<file path="src/rtl/booth_mul_pkg.sv">
package booth_mul_pkg;

  // Load strobes from the control to the datapath stage registers.
  typedef struct packed {
    logic ppLoad;
    logic csaLoad;
  } stageStrobe_t;

  // Row count left after lvl levels of 3:2 compression.
  function automatic int rowsAfter(input int rows, input int lvl);
    int n;
    n = rows;
    for (int i = 0; i < lvl; i++) n = (n / 3) * 2 + (n % 3);
    return n;
  endfunction

  // Levels of 3:2 compression needed to reach two rows.
  function automatic int csaLevels(input int rows);
    int n;
    int l;
    n = rows;
    l = 0;
    while (n > 2) begin
      n = (n / 3) * 2 + (n % 3);
      l++;
    end
    return l;
  endfunction

endpackage

</file>
<file path="src/rtl/booth_row.sv">
module booth_row #(
  parameter int WIDTH = 32,
  parameter int SHIFT = 0
) (
  input  logic [2:0]         triple,
  input  logic [WIDTH:0]     yExt,
  output logic [2*WIDTH-1:0] row,
  output logic               negBit
);
  localparam int PW = 2 * WIDTH;
  localparam int MW = WIDTH + 2;

  logic          active;
  logic          single;
  logic [MW-1:0] mag;
  logic [PW-1:0] wide;

  // 000 and 111 recode to digit zero: the row is parked at zero.
  assign active = (triple != 3'b000) && (triple != 3'b111);
  assign single = triple[1] ^ triple[0];
  assign mag    = single ? {yExt[WIDTH], yExt} : {yExt, 1'b0};
  assign negBit = triple[2] & active;
  assign wide   = {{(PW - MW){mag[MW-1]}}, mag} ^ {PW{negBit}};
  assign row    = active ? (wide << SHIFT) : '0;

endmodule

</file>
<file path="src/rtl/booth_mul_ctl.sv">
module booth_mul_ctl
  import booth_mul_pkg::*;
#(
  parameter bit PIPE_PP  = 1'b1,
  parameter bit PIPE_CSA = 1'b1
) (
  input  logic         clk,
  input  logic         rstN,
  input  logic         inValid,
  output stageStrobe_t strobe,
  output logic         outValid
);
  logic vldPp;
  logic vldCsa;

  generate
    if (PIPE_PP) begin : g_ppValid
      always_ff @(posedge clk) begin
        if (!rstN) vldPp <= 1'b0;
        else       vldPp <= inValid;
      end
    end else begin : g_ppPass
      assign vldPp = inValid;
    end

    if (PIPE_CSA) begin : g_csaValid
      always_ff @(posedge clk) begin
        if (!rstN) vldCsa <= 1'b0;
        else       vldCsa <= vldPp;
      end
    end else begin : g_csaPass
      assign vldCsa = vldPp;
    end
  endgenerate

  assign strobe.ppLoad  = inValid;
  assign strobe.csaLoad = vldPp;
  assign outValid       = vldCsa;

endmodule

</file>
<file path="src/rtl/booth_mul_dp.sv">
module booth_mul_dp
  import booth_mul_pkg::*;
#(
  parameter int WIDTH    = 32,
  parameter bit PIPE_PP  = 1'b1,
  parameter bit PIPE_CSA = 1'b1
) (
  input  logic               clk,
  input  stageStrobe_t       strobe,
  input  logic               isSigned,
  input  logic [WIDTH-1:0]   multiplicand,
  input  logic [WIDTH-1:0]   multiplier,
  output logic [2*WIDTH-1:0] product
);
  localparam int PW   = 2 * WIDTH;
  localparam int XB   = ((WIDTH + 2) / 2) * 2;
  localparam int NDIG = XB / 2;
  localparam int NR   = NDIG + 1;
  localparam int NLVL = csaLevels(NR);

  logic [XB:0]     xPad;
  logic [WIDTH:0]  yExt;
  logic [NDIG-1:0] negVec;
  logic [PW-1:0]   rowsD [NR];
  logic [PW-1:0]   rowsS [NR];
  logic [PW-1:0]   lvl   [NLVL+1][NR];
  logic [PW-1:0]   sumD, carryD, sumS, carryS;

  // Sign or zero extension keeps the top digit correct in both modes.
  assign xPad = {{(XB - WIDTH){isSigned & multiplier[WIDTH-1]}}, multiplier, 1'b0};
  assign yExt = {isSigned & multiplicand[WIDTH-1], multiplicand};

  generate
    for (genvar d = 0; d < NDIG; d++) begin : g_digit
      booth_row #(.WIDTH(WIDTH), .SHIFT(2 * d)) u_row (
        .triple(xPad[2*d+2:2*d]),
        .yExt  (yExt),
        .row   (rowsD[d]),
        .negBit(negVec[d])
      );
    end
  endgenerate

  // Correction row: +1 at the weight of every negative digit.
  always_comb begin
    rowsD[NDIG] = '0;
    for (int d = 0; d < NDIG; d++) rowsD[NDIG][2*d] = negVec[d];
  end

  generate
    if (PIPE_PP) begin : g_ppReg
      always_ff @(posedge clk) begin
        if (strobe.ppLoad) rowsS <= rowsD;
      end
    end else begin : g_ppWire
      assign rowsS = rowsD;
    end
  endgenerate

  // Wallace-style tree of 3:2 compressors.
  always_comb begin
    int n;
    logic [PW-1:0] a, b, c;
    for (int l = 0; l <= NLVL; l++)
      for (int k = 0; k < NR; k++) lvl[l][k] = '0;
    for (int k = 0; k < NR; k++) lvl[0][k] = rowsS[k];
    for (int l = 0; l < NLVL; l++) begin
      n = rowsAfter(NR, l);
      for (int g = 0; g < NR / 3; g++) begin
        if (g < n / 3) begin
          a = lvl[l][3*g];
          b = lvl[l][3*g+1];
          c = lvl[l][3*g+2];
          lvl[l+1][2*g]   = a ^ b ^ c;
          lvl[l+1][2*g+1] = ((a & b) | (a & c) | (b & c)) << 1;
        end
      end
      for (int k = 0; k < 2; k++)
        if (k < n % 3) lvl[l+1][2*(n/3)+k] = lvl[l][3*(n/3)+k];
    end
  end

  assign sumD   = lvl[NLVL][0];
  assign carryD = lvl[NLVL][1];

  generate
    if (PIPE_CSA) begin : g_csaReg
      always_ff @(posedge clk) begin
        if (strobe.csaLoad) begin
          sumS   <= sumD;
          carryS <= carryD;
        end
      end
    end else begin : g_csaWire
      assign sumS   = sumD;
      assign carryS = carryD;
    end
  endgenerate

  assign product = sumS + carryS;

endmodule

</file>
<file path="src/rtl/booth_mul.sv">
module booth_mul
  import booth_mul_pkg::*;
#(
  parameter int WIDTH    = 32,
  parameter bit PIPE_PP  = 1'b1,
  parameter bit PIPE_CSA = 1'b1
) (
  input  logic               clk,
  input  logic               rstN,
  input  logic               inValid,
  input  logic               isSigned,
  input  logic [WIDTH-1:0]   multiplicand,
  input  logic [WIDTH-1:0]   multiplier,
  output logic               outValid,
  output logic [2*WIDTH-1:0] product
);
  stageStrobe_t strobe;

  booth_mul_ctl #(.PIPE_PP(PIPE_PP), .PIPE_CSA(PIPE_CSA)) u_ctl (
    .clk     (clk),
    .rstN    (rstN),
    .inValid (inValid),
    .strobe  (strobe),
    .outValid(outValid)
  );

  booth_mul_dp #(.WIDTH(WIDTH), .PIPE_PP(PIPE_PP), .PIPE_CSA(PIPE_CSA)) u_dp (
    .clk         (clk),
    .strobe      (strobe),
    .isSigned    (isSigned),
    .multiplicand(multiplicand),
    .multiplier  (multiplier),
    .product     (product)
  );

endmodule

</file>
<file path="config.mk">
export PLATFORM = sky130hd
export DESIGN_NAME = booth_mul
export DESIGN_NICKNAME = d
export VERILOG_FILES = /design/src/rtl/booth_mul_pkg.sv /design/src/rtl/booth_row.sv /design/src/rtl/booth_mul_ctl.sv /design/src/rtl/booth_mul_dp.sv /design/src/rtl/booth_mul.sv
export SDC_FILE = /design/constraint.sdc
export NUM_CORES = 2
export LEC_CHECK = 0
export BUFFER_PORTS_ARGS = -buffer_cell sky130_fd_sc_hd__buf_2
export CAP_MARGIN = 30
export CORE_ASPECT_RATIO = 1.5
export CORE_MARGIN = 1.5
export CORE_UTILIZATION = 60
export DETAILED_ROUTE_END_ITERATION = 7
export PLACE_DENSITY = 0.77
export SLEW_MARGIN = 20
export SYNTH_ARGS = -nofsm -noshare
export SYNTH_HDL_FRONTEND = slang
export SYNTH_SLANG_ARGS = --single-unit
</file>
<file path="constraint.sdc">
create_clock -name clk -period 5.1 [get_ports clk]
set_clock_uncertainty 0.2 [all_clocks]
set_input_delay 0.765 -clock clk [delete_from_list [all_inputs] [get_ports clk]]
set_output_delay 0.765 -clock clk [all_outputs]
set_load 0.01 [all_outputs]
</file>
# After elaboration in Yosys (flattened, before gate mapping)
# Index checks and enable logic that the tools add are counted.
# op_classes
reduce_logical,33
mux,17
n_bitwise,164
addsub,1
eq_ne,16
# op_table
cell,n
$and A63 B63 Y63,46
$xor A64 B64 Y64,32
$or A63 B63 Y63,32
$mux W33,16
$and A63 B33 Y63,2
$add A64 B64 Y64,1
$xor A64 B33 Y64,1
$xor A62 B62 Y62,1
$xor A60 B60 Y60,1
$xor A58 B58 Y58,1
$xor A56 B56 Y56,1
$xor A54 B54 Y54,1
$xor A52 B52 Y52,1
$reduce_bool A3 Y1,17
$xor A50 B50 Y50,1
$ne A3 B3 Y1 const B,16
$xor A48 B48 Y48,1
$xor A46 B46 Y46,1
$xor A44 B44 Y44,1
$xor A42 B42 Y42,1
$xor A40 B40 Y40,1
$xor A38 B38 Y38,1
$xor A36 B36 Y36,1
$xor A34 B34 Y34,1
5 further kinds,53
# totals
register_bits,1234
in_bits,68
elab_cells,269
output_inout_bits,65

# Depth between registers and ports, before layout
# logic_depth
word_depth,18
depth_mapped,14
ltp_nobuf,13

# Hierarchy
# From an unflattened synthesis, not the netlist that was laid out.
# hier_totals
cells_unflattened,6146
area_unflattened_um2,84066.9
# modules_own_cells
mod,n_inst,area_per_inst_um2,cells_per_inst
booth_mul_dp,1,65724.3,4153
booth_row at u_dp.g_digit[10].u_row ...,15,1076.0,117
booth_row at u_dp.g_digit[0].u_row,1,1072.3,116
booth_row at u_dp.g_digit[16].u_row,1,1062.3,116
booth_mul_ctl,1,67.6,6

# Worst setup path after synthesis
# OpenSTA, ideal clock, no wires.
# synth_path
path_kind,reg-to-reg
start,"reg u_dp.rowsS, in the netlist u_dp.lvl[8062]"
end,reg u_dp.sumS[63] (data pin)
period_less_slack_ps,4511
setup_time_ps,260
stages_incl_launch_ff,12
slack_ps,589
t_arrival_ps,4051
path_buffers,0
t_required_ps,4640
cell_sequence,edfxtp_1 fa_1 inv_1 fa_1 fa_1 inv_1 fa_1 fa_1 xor2_1 xnor2_1 xnor2_1 xnor2_1
# synth_rtl
element,line_no,text
"start, declared",booth_mul_dp.sv:25,logic [PW-1:0] rowsS [NR];
"start signal, assigned",booth_mul_dp.sv:53,if (strobe.ppLoad) rowsS <= rowsD;
"end signal, assigned",booth_mul_dp.sv:90,sumS <= sumD;
"end, declared",booth_mul_dp.sv:27,"logic [PW-1:0] sumD, carryD, sumS, carryS;"

# Worst setup path after layout
# layout_path
start,reg u_dp.carryS[29]
end,out product[54]
# layout_between
elab_chain_len,1
# layout_lines
element,line_no,text
"start, declared",booth_mul_dp.sv:27,
"start signal, assigned",booth_mul_dp.sv:91,carryS <= carryD;
$add A64 B64 Y64,booth_mul_dp.sv:100,assign product = sumS + carryS;
"end, declared",booth_mul.sv:15,output logic [2*WIDTH-1:0] product
# No other way between the ends.

==> impl_summary.md <==
STA
Timing would allow up to 200 MHz. For the pin with the worst max-slew slack, the measured transition is 1.08 ns. Setup repair after global routing left no endpoint under its margin. The ratio of final minimum period to clock period is 97.8%.

The worst pin sits at a relative slew slack of about 28%. The max-slew violation total from the final report came to 0. The accumulated negative setup slack is 0 ns.

The setup-violating endpoint count in the final report is 0. The final critical-path required period is 4.99 ns. The number of failing hold endpoints at the final stage is 0.

In the post-route analysis, the smallest setup slack over all paths is 0.111 ns.

Routing
Summing over every cut layer, the via total after detailed routing is 35889. The routed wire length is approximately 150000 um. The count of unresolved DRC violations after routing is 0.

The first TritonRoute pass finished after 6 iterations. In the routed layout, each cell is associated on average with a via count of between 6 and 7. The violation count after the first detailed-route iteration is roughly 3600. The number of nets with antenna violations after detailed routing is 0. The average routed wire per standard cell is 25.4 um.

Setup path
The worst flop-to-flop path startpoint is u_dp.lvl[7742]$_SDFFCE_PP0P_. The sort of element at the start of the critical path is a register. The cell family contributing the most delay on the critical path is compound AO/OA/AOI/OAI gates.

The delay of the slowest cell on the worst path is 0.47 ns. The register-to-register path setup slack is 0.39 ns. The slowest cell on the critical path is sky130_fd_sc_hd__ha_1.

The number of cells on the worst reg-to-reg path is 11. The cell count along the critical path is 11. The signal on the critical path passes through ha_1 -> a21o_1 -> a21oi_1 -> or3b_1 -> a31oi_1 -> nor3_1 -> a21oi_1 -> a31o_2 -> a31oi_1 -> xnor2_1 -> buf_2.

In this run the worst path has a maximum fanout of 7. The critical path data arrival time is 4.02 ns. The source of the critical timing path is u_dp.carryS[29]$_DFFE_PP_. The number of buffers and inverters on the critical path is 1. The end of the critical path is product[54]. The data required time of the critical path is 4.14 ns. STA classifies the critical path endpoint as an output pin. The critical path in this run is classified as register to output pin.

The endpoint identified for the worst register-to-register timing path is u_dp.sumS[63]$_DFFE_PP_.

Global route
The pin count of the biggest net entering global routing is 104. The number of global-route vias before repair is 38199. The number of antenna violations at the first check in global routing is 2. The first global-routing pass estimated 227000 um of wire. The overflow left after global routing is 0.

The overall fraction of global-route tracks in use is 34.2%.

Synthesis
The fraction of registers with async set or reset after synthesis is 0%. After synthesis, flip-flops and latches occupy between 40 and 50% of the total area. The commonest register cell after synthesis is sky130_fd_sc_hd__edfxtp_1. The synthesized instance count is 4804.

The cell area that synthesis handed to floorplanning was 0.0529 mm^2. The number of enable-type register cells in the synthesized netlist is 716. After synthesis, the mean cell area works out to 11.0 um^2. Counting every net in the synthesized netlist gives 5629. After synthesis the netlist holds a flip-flop and latch count of 718.

During synthesis, Yosys emitted a total of 0 warnings. Yosys mapped the design onto 63 distinct sky130hd cell types.

Placement
Once placement finished, the instance area stood at 0.0543 mm^2. The weighted congestion reported at the end of routability-driven placement is 0.959. The count of input and output buffers is about 130.

Timing analysis after detailed placement gives a worst setup slack of 0.393 ns. The HPWL after detailed placement is between 100000 and 150000 um.

Hold path
The worst hold path class is primary input to register.

Die
The floorplan has 133 rows. The floorplan step set the die height to 367 um. The count of boundary I/O pins is approximately 130. The floorplan step defined a die boundary enclosing about 0.09 mm^2.

The floorplan die width is ~250 um. The starting utilization of the core area is 60.4%. The floorplan core area is 0.0875 mm^2.

Run status
The run finished with clean final reports.

Layout
The total inserted antenna cells is 0. The library cell used most frequently in the layout, excluding fill and tap cells, is sky130_fd_sc_hd__inv_1. Cells with a size suffix above 1 make up 7.77% of the layout.

The total number of nets in the final design is approximately 5600. In the layout the commonest cells are sky130_fd_sc_hd__inv_1, sky130_fd_sc_hd__edfxtp_1, sky130_fd_sc_hd__nand2_1, sky130_fd_sc_hd__o21ai_0, sky130_fd_sc_hd__fa_1. In the final layout, flip-flops and latches occupy between 0.02 and 0.025 mm^2.

Counting the fill cells in the layout gives 6526. The growth of design area from synthesis to finish is 7.79%. Summing all multi-input logic gate instances after layout gives 0.0271 mm^2.

Once layout is done, the placed cells without fillers occupy 0.0570 mm^2.

Clocking
Clock-pin slew was measured on the worst setup and hold paths at 0.07 ns. The deepest clock path buffer count is 3. The latest clock arrival within the worst-skew pair is 0.70 ns.

TritonCTS built the clock tree. The post-CTS setup buffer count is 0. The tree is rooted in a sky130_fd_sc_hd__clkbuf_16. TritonCTS created 72 clock buffers. The CTS H-tree depth is 3. The number of buffers inserted for hold repair after clock tree synthesis is 0. The TritonCTS sink count is 718.

Run
The tool flagged a number of max-cap violations equal to 0.
-- per-layer routing --
| metal | vias up | GRT usage, % | share of wire (%) | wire, um |
|---|---|---|---|---|
| li1 | 15573 | - | - | - |
| met5 | - | 0 | 0.015 | 22 |
| met1 | 17811 | 39.0 | 34 | 51200 |
| met3 | 550 | 5.10 | 7.5 | 11300 |
| met4 | 4 | 25.7 | 7.9 | 12000 |
| met2 | 1951 | 57.9 | 51 | 76400 |
-- cell families (layout without fill, tap and decap cells) --
| group | Yosys count | in the layout | synth area share (%) |
|---|---|---|---|
| xor gates and xnor gates | 120 | 120 | 1.99 |
| buffers and inverters | 1150 | 1134 | 8.18 |
| adders and majority gates | 763 | 763 | 25.8 |
| AOI/OAI and AO/OA | 788 | 788 | 8.18 |
| DFF | 718 | 718 | 40.7 |
| and+or+nand+nor | 798 | 798 | 6.26 |
| other | 1 | 1 | 0.00709 |
| muxes | 466 | 466 | 8.82 |
-- repair_timing --
action | 4_1_cts | 5_1_grt
resized for setup | 0 | 3
endpoints found under the setup margin | 0 | 5
endpoints found under the hold margin | 0 | 0
-- worst min path at each step --
stage,cells past startpoint,endpoint,startpoint
finish,2,u_ctl.outValid$_SDFF_PN0_,rstN
global route,2,u_ctl.vldPp$_SDFF_PN0_,rstN
detailed placement,1,u_dp.sumS[0]$_DFFE_PP_,u_dp.lvl[8000]$_SDFFCE_PP0P_
global placement,1,u_dp.sumS[0]$_DFFE_PP_,u_dp.lvl[8000]$_SDFFCE_PP0P_
CTS,2,u_ctl.outValid$_SDFF_PN0_,rstN
floorplan,1,u_dp.sumS[0]$_DFFE_PP_,u_dp.lvl[8000]$_SDFFCE_PP0P_
-- cell usage after synthesis (2+ instances only) --
master,instances,area [um^2]
sky130_fd_sc_hd__mux2i_1,466,4660
sky130_fd_sc_hd__buf_4,2,15.0
sky130_fd_sc_hd__o211ai_1,2,15.0
sky130_fd_sc_hd__o21ai_0,575,2880
sky130_fd_sc_hd__nand2b_1,5,31.3
sky130_fd_sc_hd__a311oi_1,5,43.8
sky130_fd_sc_hd__edfxtp_1,716,21500
sky130_fd_sc_hd__a221o_1,3,30.0
sky130_fd_sc_hd__or2_2,15,93.8
sky130_fd_sc_hd__fa_1,551,11000
sky130_fd_sc_hd__a211o_1,3,26.3
sky130_fd_sc_hd__a21o_1,49,368
sky130_fd_sc_hd__ha_1,206,2580
sky130_fd_sc_hd__o311ai_1,2,17.5
sky130_fd_sc_hd__or3_1,4,25.0
sky130_fd_sc_hd__inv_1,811,3040
sky130_fd_sc_hd__nand3_1,9,45.0
sky130_fd_sc_hd__a31oi_4,2,42.5
sky130_fd_sc_hd__o21bai_1,10,75.1
sky130_fd_sc_hd__nor2b_1,12,75.1
sky130_fd_sc_hd__nor4_1,2,12.5
sky130_fd_sc_hd__and3_1,4,25.0
sky130_fd_sc_hd__o21ai_1,7,35.0
sky130_fd_sc_hd__xor2_1,52,455
sky130_fd_sc_hd__a211oi_1,6,45.0
sky130_fd_sc_hd__nor2_1,82,308
sky130_fd_sc_hd__nand2_1,590,2210
sky130_fd_sc_hd__and4_1,2,17.5
sky130_fd_sc_hd__and2_1,39,244
sky130_fd_sc_hd__o21a_1,12,90.1
sky130_fd_sc_hd__xnor2_1,68,596
sky130_fd_sc_hd__a31oi_1,12,75.1
sky130_fd_sc_hd__a21oi_1,79,395
sky130_fd_sc_hd__o311a_1,2,20.0
sky130_fd_sc_hd__nand4_1,14,87.6
sky130_fd_sc_hd__dfxtp_1,2,40.0
sky130_fd_sc_hd__clkbuf_1,284,1070
sky130_fd_sc_hd__nor3_1,13,65.1
sky130_fd_sc_hd__o31ai_1,4,30.0
sky130_fd_sc_hd__o31a_1,3,26.3
sky130_fd_sc_hd__buf_1,52,195
sky130_fd_sc_hd__maj3_1,6,60.1
-- through the flow --
| step | util, % | std cells | hold slack, ns |
|---|---|---|---|
| 2_1_floorplan | - | 4804 | 0.313 |
| 3_3_place_gp | 62.0 | 5796 | 0.324 |
| 3_5_place_dp | 62.0 | 5797 | 0.338 |
| 4_1_cts | 65.0 | 5929 | 0.0894 |
| 5_1_grt | 65.1 | 5935 | 0.121 |
| 6_report | 65.1 | 5935 | 0.109 |
-- registers in the layout (all words and copies together), names as in the netlist --
| register | count |
|---|---|
| u_dp.lvl | 593 |
| u_dp.sumS | 64 |
| u_ctl.vldPp | 1 |
| u_dp.carryS | 59 |
| u_ctl.outValid | 1 |
-- cell type report --
class,count,area share [%]
inverters,811,5.34
flip-flops and latches,718,37.8
clock buffers,80,3.30
clock inverters,52,1.17
well taps,1147,2.52
multi-input cells,2936,47.6
repair buffers,191,2.31
Power is left out: the tool's default activity adds up to more than one toggle a clock period on the data nets, which glitch-free logic cannot reach.
